### config.mk
export PLATFORM = sky130hd
export DESIGN_NAME = dma2d_addr_gen
export DESIGN_NICKNAME = d
export VERILOG_FILES = /design/src/rtl/dma2d_pkg.sv /design/src/rtl/dma2d_beat_decode.sv /design/src/rtl/dma2d_step.sv /design/src/rtl/dma2d_ctrl.sv /design/src/rtl/dma2d_addr_gen.sv
export SDC_FILE = /design/constraint.sdc
export NUM_CORES = 1
export LEC_CHECK = 0
export ABC_AREA = 1
export BUFFER_PORTS_ARGS = -buffer_cell sky130_fd_sc_hd__buf_2
export CAP_MARGIN = 30
export CORE_MARGIN = 1
export CORE_UTILIZATION = 38
export CTS_BUF_LIST = sky130_fd_sc_hd__clkbuf_4
export CTS_CLUSTER_SIZE = 12
export DETAILED_ROUTE_END_ITERATION = 7
export GPL_ROUTABILITY_DRIVEN = 0
export PLACE_DENSITY = 0.64
export SETUP_SLACK_MARGIN = 0.02
export SYNTH_ARGS = -nofsm -noshare
export SYNTH_HDL_FRONTEND = slang
export SYNTH_SLANG_ARGS = --single-unit
### constraint.sdc
create_clock -name clk -period 11.4 [get_ports clk]
set_clock_uncertainty 0.2 [all_clocks]
set_input_delay 0 -clock clk [delete_from_list [all_inputs] [get_ports clk]]
set_output_delay 0 -clock clk [all_outputs]
set_load 0.1 [all_outputs]
### src/rtl/dma2d_pkg.sv
package dma2d_pkg;

   typedef enum logic [1:0] {
      ST_IDLE   = 2'd0,
      ST_RUN    = 2'd1,
      ST_RELOAD = 2'd2,
      ST_HALT   = 2'd3
   } chan_state_e;

   localparam logic [1:0] FLOW_STOP = 2'd0;

   // size code to log2 of bytes, clamped to max_lg
   function automatic logic [1:0] esz_log2(input logic [1:0] code, input int max_lg);
      logic [1:0] lg;
      lg = (code >= 2'd2) ? 2'd2 : code;
      if (int'(lg) > max_lg) lg = 2'(max_lg);
      return lg;
   endfunction

endpackage

### src/rtl/dma2d_beat_decode.sv
module dma2d_beat_decode
   import dma2d_pkg::*;
#(
   parameter int BYTES_W    = 8,
   parameter int MAX_ESZ_LG = 2
) (
   input  logic [1:0]         esz_code,
   input  logic [BYTES_W-1:0] bytes,
   input  logic [1:0]         addr_lo,
   output logic [BYTES_W-1:0] elem_cnt,
   output logic               frac,
   output logic               misalign
);

   logic [1:0] lg;
   logic [1:0] mask;

   generate
      if (MAX_ESZ_LG == 0) begin : g_byte_only
         assign lg = 2'd0;
      end else begin : g_multi
         assign lg = esz_log2(esz_code, MAX_ESZ_LG);
      end
   endgenerate

   always_comb begin
      case (lg)
         2'd0:    mask = 2'b00;
         2'd1:    mask = 2'b01;
         default: mask = 2'b11;
      endcase
   end

   assign elem_cnt = bytes >> lg;
   assign frac     = |(bytes[1:0] & mask);
   assign misalign = |(addr_lo & mask);

endmodule

### src/rtl/dma2d_step.sv
module dma2d_step #(
   parameter int ADDR_W  = 32,
   parameter int CNT_W   = 16,
   parameter int MOD_W   = 16,
   parameter int BYTES_W = 8
) (
   input  logic [ADDR_W-1:0]  addr,
   input  logic [CNT_W-1:0]   xcnt,
   input  logic [CNT_W-1:0]   ycnt,
   input  logic [BYTES_W-1:0] n,
   input  logic [MOD_W-1:0]   xmod,
   input  logic [MOD_W-1:0]   ymod,
   output logic [ADDR_W-1:0]  addr_step,
   output logic [ADDR_W-1:0]  addr_wrap,
   output logic [CNT_W-1:0]   x_step,
   output logic [CNT_W-1:0]   y_dec,
   output logic               row_end,
   output logic               rows_left
);

   localparam int EXT_W = ADDR_W - MOD_W;
   localparam int NPAD  = ADDR_W - BYTES_W;

   logic signed [ADDR_W-1:0] xm_ext;
   logic signed [ADDR_W-1:0] ym_ext;
   logic signed [ADDR_W-1:0] n_ext;
   logic        [ADDR_W-1:0] delta;

   assign xm_ext = $signed({{EXT_W{xmod[MOD_W-1]}}, xmod});
   assign ym_ext = $signed({{EXT_W{ymod[MOD_W-1]}}, ymod});
   assign n_ext  = $signed({{NPAD{1'b0}}, n});
   assign delta  = ADDR_W'(n_ext * xm_ext);

   assign addr_step = addr + delta;
   // undo the final inner stride, then apply the outer one
   assign addr_wrap = addr_step - ADDR_W'(xm_ext) + ADDR_W'(ym_ext);
   assign x_step    = xcnt - CNT_W'(n);
   assign y_dec     = ycnt - CNT_W'(1);
   assign row_end   = (xcnt == CNT_W'(n));
   assign rows_left = (ycnt > CNT_W'(1));

endmodule

### src/rtl/dma2d_ctrl.sv
module dma2d_ctrl
   import dma2d_pkg::*;
(
   input  chan_state_e state,
   input  logic        start,
   input  logic        beat_vld,
   input  logic        reload_done,
   input  logic        frac,
   input  logic        zero_elems,
   input  logic        row_end,
   input  logic        rows_left,
   input  logic        mode_2d,
   input  logic        flow_stop,
   input  logic        di_en,
   output chan_state_e state_nx,
   output logic        do_load,
   output logic        do_step,
   output logic        do_wrap,
   output logic        irq_nx,
   output logic        done_nx,
   output logic        frac_nx,
   output logic        reload_nx
);

   logic accept;

   assign accept = (state == ST_RUN) && beat_vld && !start;

   always_comb begin
      state_nx  = state;
      do_load   = 1'b0;
      do_step   = 1'b0;
      do_wrap   = 1'b0;
      irq_nx    = 1'b0;
      done_nx   = 1'b0;
      frac_nx   = 1'b0;
      reload_nx = 1'b0;
      if (start) begin
         do_load  = 1'b1;
         state_nx = ST_RUN;
      end else if (state == ST_RELOAD && reload_done) begin
         do_load  = 1'b1;
         state_nx = ST_RUN;
      end else if (accept) begin
         if (frac) begin
            frac_nx  = 1'b1;
            state_nx = ST_HALT;
         end else if (!zero_elems) begin
            do_step = 1'b1;
            if (row_end) begin
               irq_nx = di_en;
               if (mode_2d && rows_left) begin
                  do_wrap = 1'b1;
               end else if (flow_stop) begin
                  done_nx  = 1'b1;
                  state_nx = ST_IDLE;
               end else begin
                  reload_nx = 1'b1;
                  state_nx  = ST_RELOAD;
               end
            end
         end
      end
   end

endmodule

### src/rtl/dma2d_addr_gen.sv
module dma2d_addr_gen
   import dma2d_pkg::*;
#(
   parameter int ADDR_W     = 32,
   parameter int CNT_W      = 16,
   parameter int MOD_W      = 16,
   parameter int BYTES_W    = 8,
   parameter int MAX_ESZ_LG = 2
) (
   input  logic               clk,
   input  logic               rst_n,
   input  logic               start,
   input  logic [ADDR_W-1:0]  cfg_start_addr,
   input  logic [CNT_W-1:0]   cfg_x_count,
   input  logic [MOD_W-1:0]   cfg_x_mod,
   input  logic [CNT_W-1:0]   cfg_y_count,
   input  logic [MOD_W-1:0]   cfg_y_mod,
   input  logic [1:0]         cfg_esz,
   input  logic               cfg_2d,
   input  logic [1:0]         cfg_flow,
   input  logic               cfg_di_en,
   input  logic               beat_vld,
   input  logic [BYTES_W-1:0] beat_bytes,
   input  logic               reload_done,
   output logic [ADDR_W-1:0]  curr_addr,
   output logic [CNT_W-1:0]   curr_x,
   output logic [CNT_W-1:0]   curr_y,
   output logic               run,
   output logic               reloading,
   output logic               row_irq,
   output logic               done_set,
   output logic               err_set,
   output logic               run_clr,
   output logic               reload_req
);

   localparam logic [CNT_W-1:0] CNT_MAX = '1;

   initial begin
      if (ADDR_W <= MOD_W || ADDR_W <= BYTES_W)
         $error("ADDR_W must exceed MOD_W and BYTES_W");
      if (MAX_ESZ_LG < 0 || MAX_ESZ_LG > 2)
         $error("MAX_ESZ_LG must be 0..2");
      if (BYTES_W < 2)
         $error("BYTES_W must be at least 2");
   end

   chan_state_e        state_q, state_nx;
   logic [BYTES_W-1:0] elem_cnt;
   logic               frac, misalign;
   logic [ADDR_W-1:0]  addr_step, addr_wrap;
   logic [CNT_W-1:0]   x_step, y_dec;
   logic               row_end, rows_left;
   logic               do_load, do_step, do_wrap;
   logic               irq_nx, done_nx, frac_nx, reload_nx;
   logic [CNT_W-1:0]   x_ld, y_ld;

   assign x_ld = (cfg_x_count == '0) ? CNT_MAX : cfg_x_count;
   assign y_ld = (cfg_y_count == '0) ? CNT_MAX : cfg_y_count;

   dma2d_beat_decode #(.BYTES_W(BYTES_W), .MAX_ESZ_LG(MAX_ESZ_LG)) u_dec (
      .esz_code (cfg_esz),
      .bytes    (beat_bytes),
      .addr_lo  (cfg_start_addr[1:0]),
      .elem_cnt (elem_cnt),
      .frac     (frac),
      .misalign (misalign)
   );

   dma2d_step #(.ADDR_W(ADDR_W), .CNT_W(CNT_W), .MOD_W(MOD_W), .BYTES_W(BYTES_W)) u_step (
      .addr      (curr_addr),
      .xcnt      (curr_x),
      .ycnt      (curr_y),
      .n         (elem_cnt),
      .xmod      (cfg_x_mod),
      .ymod      (cfg_y_mod),
      .addr_step (addr_step),
      .addr_wrap (addr_wrap),
      .x_step    (x_step),
      .y_dec     (y_dec),
      .row_end   (row_end),
      .rows_left (rows_left)
   );

   dma2d_ctrl u_ctrl (
      .state       (state_q),
      .start       (start),
      .beat_vld    (beat_vld),
      .reload_done (reload_done),
      .frac        (frac),
      .zero_elems  (elem_cnt == '0),
      .row_end     (row_end),
      .rows_left   (rows_left),
      .mode_2d     (cfg_2d),
      .flow_stop   (cfg_flow == FLOW_STOP),
      .di_en       (cfg_di_en),
      .state_nx    (state_nx),
      .do_load     (do_load),
      .do_step     (do_step),
      .do_wrap     (do_wrap),
      .irq_nx      (irq_nx),
      .done_nx     (done_nx),
      .frac_nx     (frac_nx),
      .reload_nx   (reload_nx)
   );

   always_ff @(posedge clk) begin
      if (!rst_n) begin
         state_q    <= ST_IDLE;
         curr_addr  <= '0;
         curr_x     <= '0;
         curr_y     <= '0;
         row_irq    <= 1'b0;
         done_set   <= 1'b0;
         err_set    <= 1'b0;
         run_clr    <= 1'b0;
         reload_req <= 1'b0;
      end else begin
         state_q    <= state_nx;
         row_irq    <= irq_nx;
         done_set   <= done_nx;
         run_clr    <= done_nx;
         reload_req <= reload_nx;
         err_set    <= frac_nx || (do_load && misalign);
         if (do_load) begin
            curr_addr <= cfg_start_addr;
            curr_x    <= x_ld;
            curr_y    <= y_ld;
         end else if (do_wrap) begin
            curr_addr <= addr_wrap;
            curr_x    <= x_ld;
            curr_y    <= y_dec;
         end else if (do_step) begin
            curr_addr <= addr_step;
            curr_x    <= x_step;
         end
      end
   end

   assign run       = (state_q != ST_IDLE);
   assign reloading = (state_q == ST_RELOAD);

endmodule

==> flow_summary.json, run 1 <==
{
  "first_pass_iters": 5,
  "syn_avg_cell_area_sq_um": 6.84,
  "crit_fanout": 15,
  "grt_antenna_before_repair": 2,
  "grt_pass1_vias": 14149,
  "chipWidth_microns": 188,
  "synthesis.area_sq_um": 13200,
  "synth.net_count": 2300,
  "cts_root_buffer": "clkbuf_4",
  "core_sq_um": 33800,
  "htreeDepth": 3,
  "ys_async_sr_fraction_pct": 0,
  "postRouteAntennaNets": 0,
  "yosysTopAreaCellShare_pct": 20.6,
  "cpPeakStageDelay_ps": 750,
  "ios": 186,
  "drc": 0,
  "finalCriticalPeriod_ps": 10060,
  "slew_violations": 0,
  "grt_use_total_pct": 26.2,
  "rows": 67,
  "yosys_warnings": 0,
  "tightest_slew_ps": 835,
  "synth_area_leaders": "fa_1 21%, ha_1 12%, dfxtp_1 11%, nand2_1 10%, inv_1 9.7%",
  "synth-main-ff-cell": "dfxtp_1",
  "dieArea_sq_um": 35400,
  "crit_type": "input pin to register",
  "synth_cell_types": 53,
  "rsz0062_at_grt": "false",
  "grt_max_degree": 68,
  "wl_per_cell_microns": 17.0,
  "layout.nets": 2595,
  "numCtsBuffers": 9,
  "yosys-top-cells-count": "361 x nand2_1, 341 x inv_1, 196 x nor2_1",
  "viasPerCell": 5.29,
  "regArea_sq_um": 1400,
  "slew_headroom_pct": 44.2,
  "rrSetupSlack_ps": 5340,
  "cp-startpoint": "cfg_esz[1]",
  "post-cts-setup-buffers": 0,
  "post-route-period-util_pct": 88.2,
  "max_clock_freq_mhz": 99.4,
  "hold_path_class": "input pin to register",
  "synthCells": 1923,
  "clk_pin_slew_ps": 150,
  "area_growth_pct": 21.7,
  "cp.required_ps": 11630,
  "overflow": 0,
  "synth_seq_cells": 70,
  "yosysTopAreaCell": "fa_1",
  "cp_slowest_cell": "fa_1",
  "cts.sink_count": 70,
  "numPortBuffers": 185,
  "yosysSeqAreaShare_pct": 10.7,
  "status": "finished, final reports clean",
  "n_fill_cell": 3442,
  "clockBufferDepth": 2,
  "initial_core_util_pct": 38.9,
  "cts_resized": 0,
  "worst_setup_path_start_kind": "input pin",
  "r2r_start": "curr_addr[0]$_SDFFE_PN0P_",
  "hold_violations": 0,
  "dpl.hpwl_microns": 35700,
  "tritoncts": "yes",
  "tns_ps": 0,
  "cp-end-kind": "register",
  "synth_edf_count": 0,
  "cts_hold_buf": 137,
  "worst_ep_arrival_time_ps": 10290,
  "die-height_microns": 188,
  "drt_iter0_drc": 1030,
  "min_from": "beat_bytes[1]",
  "multi_input_area_sq_um": 10200,
  "clock_latency_ps": 550,
  "cap_violations": 0,
  "grt_pass1_wl_microns": 73500,
  "finalSetupViolations": 0,
  "routed_wl_microns": 45400,
  "synth.most_common_cell": "nand2_1",
  "vias": 14131,
  "drive_above_1_share_pct": 10.7
}
## stage by stage
step | setup WS (ps) | hold slack (ps) | utilization [%] | std cells | cell area, sq um
2_1_floorplan | 3450 | -122 | - | 1923 | 13200
3_3_place_gp | 1710 | -18.5 | 42.8 | 2518 | 14500
3_5_place_dp | 1600 | -12.2 | 42.8 | 2518 | 14500
4_1_cts | 1560 | 13.4 | 47.4 | 2671 | 16000
5_1_grt | 763 | 34.3 | 47.4 | 2673 | 16000
6_report | 1340 | 34.2 | 47.4 | 2673 | 16000
## registers in the layout (all words and copies together), names as in the netlist
name        cells
curr_addr      32
curr_x         16
curr_y         16
state_q         2
err_set         1
reload_req      1
row_irq         1
run_clr         1
## metal layers
layer | up-vias | routed length, microns | track usage, %
met4 | 2 | 1260 | 8.54
li1 | 6800 | - | -
met3 | 74 | 3520 | 3.72
met5 | - | 13 | 0
met2 | 565 | 21200 | 44.6
met1 | 6690 | 19300 | 33.9
## critical path: cells and delay by family
family          cells  cell delay (ps)
compound gates      7             1200
xor+xnor            1               70
fa+ha+maj           8             3750
buf+inv            10             1590
simple gates       21             3650
## cells in the final DEF, fill, tap and decap left out, drive strengths merged, types with 13 or more instances in the layout
master	netlist	final
buf	20	192
o21ai	133	133
a31oi	19	19
xnor2	32	32
xor2	42	42
nand3	88	88
nor3	24	24
fa	135	135
or2	13	13
a21oi	172	172
inv	346	349
o211ai	14	14
ha	127	127
dlygate4sd3	0	137
nand2	365	365
nand4	15	15
o22ai	14	14
dfxtp	70	70
nor2	198	198
nor4	14	14
## final timing paths
path,endpoint,cells past startpoint
worst min register to register,curr_addr[4]$_SDFFE_PN0P_,2
worst max register to register,curr_addr[31]$_SDFFE_PN0P_,28
worst min-delay path,state_q[1]$_SDFFE_PP0P_,6
worst max-delay path,curr_addr[31]$_SDFFE_PN0P_,47
## area by class of cell
class	instances	share of cell area [%]
diodes	2	0.0313
well taps	448	3.50
inverters	348	8.17
repair buffers	329	14.7
multi-input cells	1460	63.8
clock buffers	9	0.422
clock inverters	7	0.649
flip-flops and latches	70	8.76
## cell families after synthesis
kind of cell               synth area share (%)
buffers and inverters                      11.7
AOI/OAI and AO/OA                          16.8
xor gates and xnor gates                   4.93
and+or+nand+nor                            23.3
DFF                                        10.7
adders and majority gates                  32.6
Power of run 1 is left out: the tool's default activity adds up to more than one toggle a clock period on the data nets, which glitch-free logic cannot reach.
==> inputs of run 2 (changes only) <==
--- a/config.mk
+++ b/config.mk
@@ -9,12 +9,12 @@
 export BUFFER_PORTS_ARGS = -buffer_cell sky130_fd_sc_hd__buf_2
 export CAP_MARGIN = 30
 export CORE_MARGIN = 1
-export CORE_UTILIZATION = 38
+export CORE_UTILIZATION = 60
 export CTS_BUF_LIST = sky130_fd_sc_hd__clkbuf_4
 export CTS_CLUSTER_SIZE = 12
 export DETAILED_ROUTE_END_ITERATION = 7
 export GPL_ROUTABILITY_DRIVEN = 0
-export PLACE_DENSITY = 0.64
+export PLACE_DENSITY = 0.9
 export SETUP_SLACK_MARGIN = 0.02
 export SYNTH_ARGS = -nofsm -noshare
 export SYNTH_HDL_FRONTEND = slang
==> flow_summary.json, run 2 (synthesis gave the netlist of run 1 again) <==
{
  "worst_setup_path_start_kind": "input pin",
  "clockBufferDepth": 2,
  "viasPerCell": 6.16,
  "slew_violations": 0,
  "crit_fanout": 15,
  "cpPeakStageDelay_ps": 640,
  "initial_core_util_pct": 61.8,
  "drive_above_1_share_pct": 10.7,
  "cp.required_ps": 11600,
  "cp-end-kind": "register",
  "first_pass_iters": 8,
  "instances_no_fill": 2504,
  "numCtsBuffers": 9,
  "grt_use_total_pct": 44.5,
  "htreeDepth": 3,
  "postRouteAntennaNets": 0,
  "crit_top_cell": "nand2_1",
  "slew_headroom_pct": 39.6,
  "final_cell_mix": "361 x nand2_1, 341 x inv_1, 196 x nor2_1, 186 x buf_2, 172 x a21oi_1",
  "cts_resized": 0,
  "grt_max_degree": 68,
  "cts_root_buffer": "clkbuf_4",
  "grt_pass1_wl_microns": 76700,
  "grt_pass1_vias": 15478,
  "layout.nets": 2600,
  "grt_use_met2_pct": 69.6,
  "tns_ps": 0,
  "ios": 186,
  "rsz0062_at_grt": "false",
  "n_fill_cell": 1536,
  "status": "finished with violations",
  "largest_register": "curr_addr",
  "multi_input_area_sq_um": 10200,
  "wl_per_cell_microns": 19.2,
  "post-route-period-util_pct": 88.4,
  "dp.cells": 2345,
  "hold_violations": 0,
  "finalSetupViolations": 0,
  "met3_usage_pct": 16.2,
  "dieArea_sq_um": 22500,
  "area_growth_pct": 20.1,
  "routed_wl_microns": 48000,
  "dpl.hpwl_microns": 33300,
  "cap_violations": 0,
  "failed_checks": "design-rule violations",
  "drc": 1,
  "numPortBuffers": 185,
  "vias": 15437,
  "finalCriticalPeriod_ps": 10080,
  "worst_ep_arrival_time_ps": 10280,
  "drt_iter0_drc": 1985,
  "hold_path_class": "input pin to register",
  "cts.sink_count": 70,
  "cp_slowest_cell": "fa_1",
  "final_util_pct": 74.2,
  "final_common_cell": "nand2_1",
  "clock_latency_ps": 520,
  "largest_register_ff_count": 32,
  "reg_top3": "curr_addr x32, curr_x x16, curr_y x16",
  "tightest_slew_ps": 896,
  "die-height_microns": 150,
  "regArea_sq_um": 1400,
  "tritoncts": "yes",
  "clk_pin_slew_ps": 150,
  "rows": 53,
  "crit_type": "input pin to register",
  "grt_busiest_layer": "met2",
  "use_met1_pct": 50.6,
  "chipWidth_microns": 150,
  "core_sq_um": 21300,
  "overflow": 0,
  "rrSetupSlack_ps": 5270,
  "grt_antenna_before_repair": 3,
  "max_clock_freq_mhz": 99.2
}
[run 2: cell type report]
cell class | instances | share of cell area [%]
antenna | 1 | 0.0158
clock buffer | 9 | 0.428
multi-input combinational | 1460 | 64.6
tap | 275 | 2.18
sequential | 70 | 8.87
inverter | 348 | 8.28
clock inverter | 7 | 0.388
timing repair buffer | 334 | 15.2
[run 2: final timing paths]
path	cells past startpoint	end	startpoint
hold reg to reg	2	curr_addr[4]$_SDFFE_PN0P_	curr_addr[4]$_SDFFE_PN0P_
setup / recovery	48	curr_addr[31]$_SDFFE_PN0P_	cfg_esz[1]
setup reg to reg	25	curr_addr[27]$_SDFFE_PN0P_	curr_addr[0]$_SDFFE_PN0P_
hold / removal	6	curr_addr[22]$_SDFFE_PN0P_	reload_done
[run 2: metal layers]
layer  up-vias  wire length (microns)
met5         -                     18
met4         2                   3780
met3       363                   6540
met2      1234                  21400
li1       6817                      -
met1      7021                  16300
[run 2: metrics by stage]
| step | instance area (sq um) | hold WS (ps) | worst slack, ps |
|---|---|---|---|
| 6_report | 15800 | 72.2 | 1320 |
| 4_1_cts | 15800 | 34.5 | 1670 |
| 2_1_floorplan | 13200 | -122 | 3450 |
| 3_3_place_gp | 14200 | -14.2 | 2000 |
| 3_5_place_dp | 14200 | -4.76 | 1750 |
| 5_1_grt | 15800 | 86.9 | 915 |
[run 2: what timing repair did]
action                    in CTS  in global routing
setup buffers                  0                  0
hold endpoints to repair      70                  0
hold buffers                 141                  0
[run 2: worst max-delay path, delay by kind of cell]
family,cells,cell delay [ps]
buf+inv,11,1750
simple gates,22,3760
fa+ha+maj,8,3640
compound gates,7,1100
Power of run 2 is left out for the same reason.
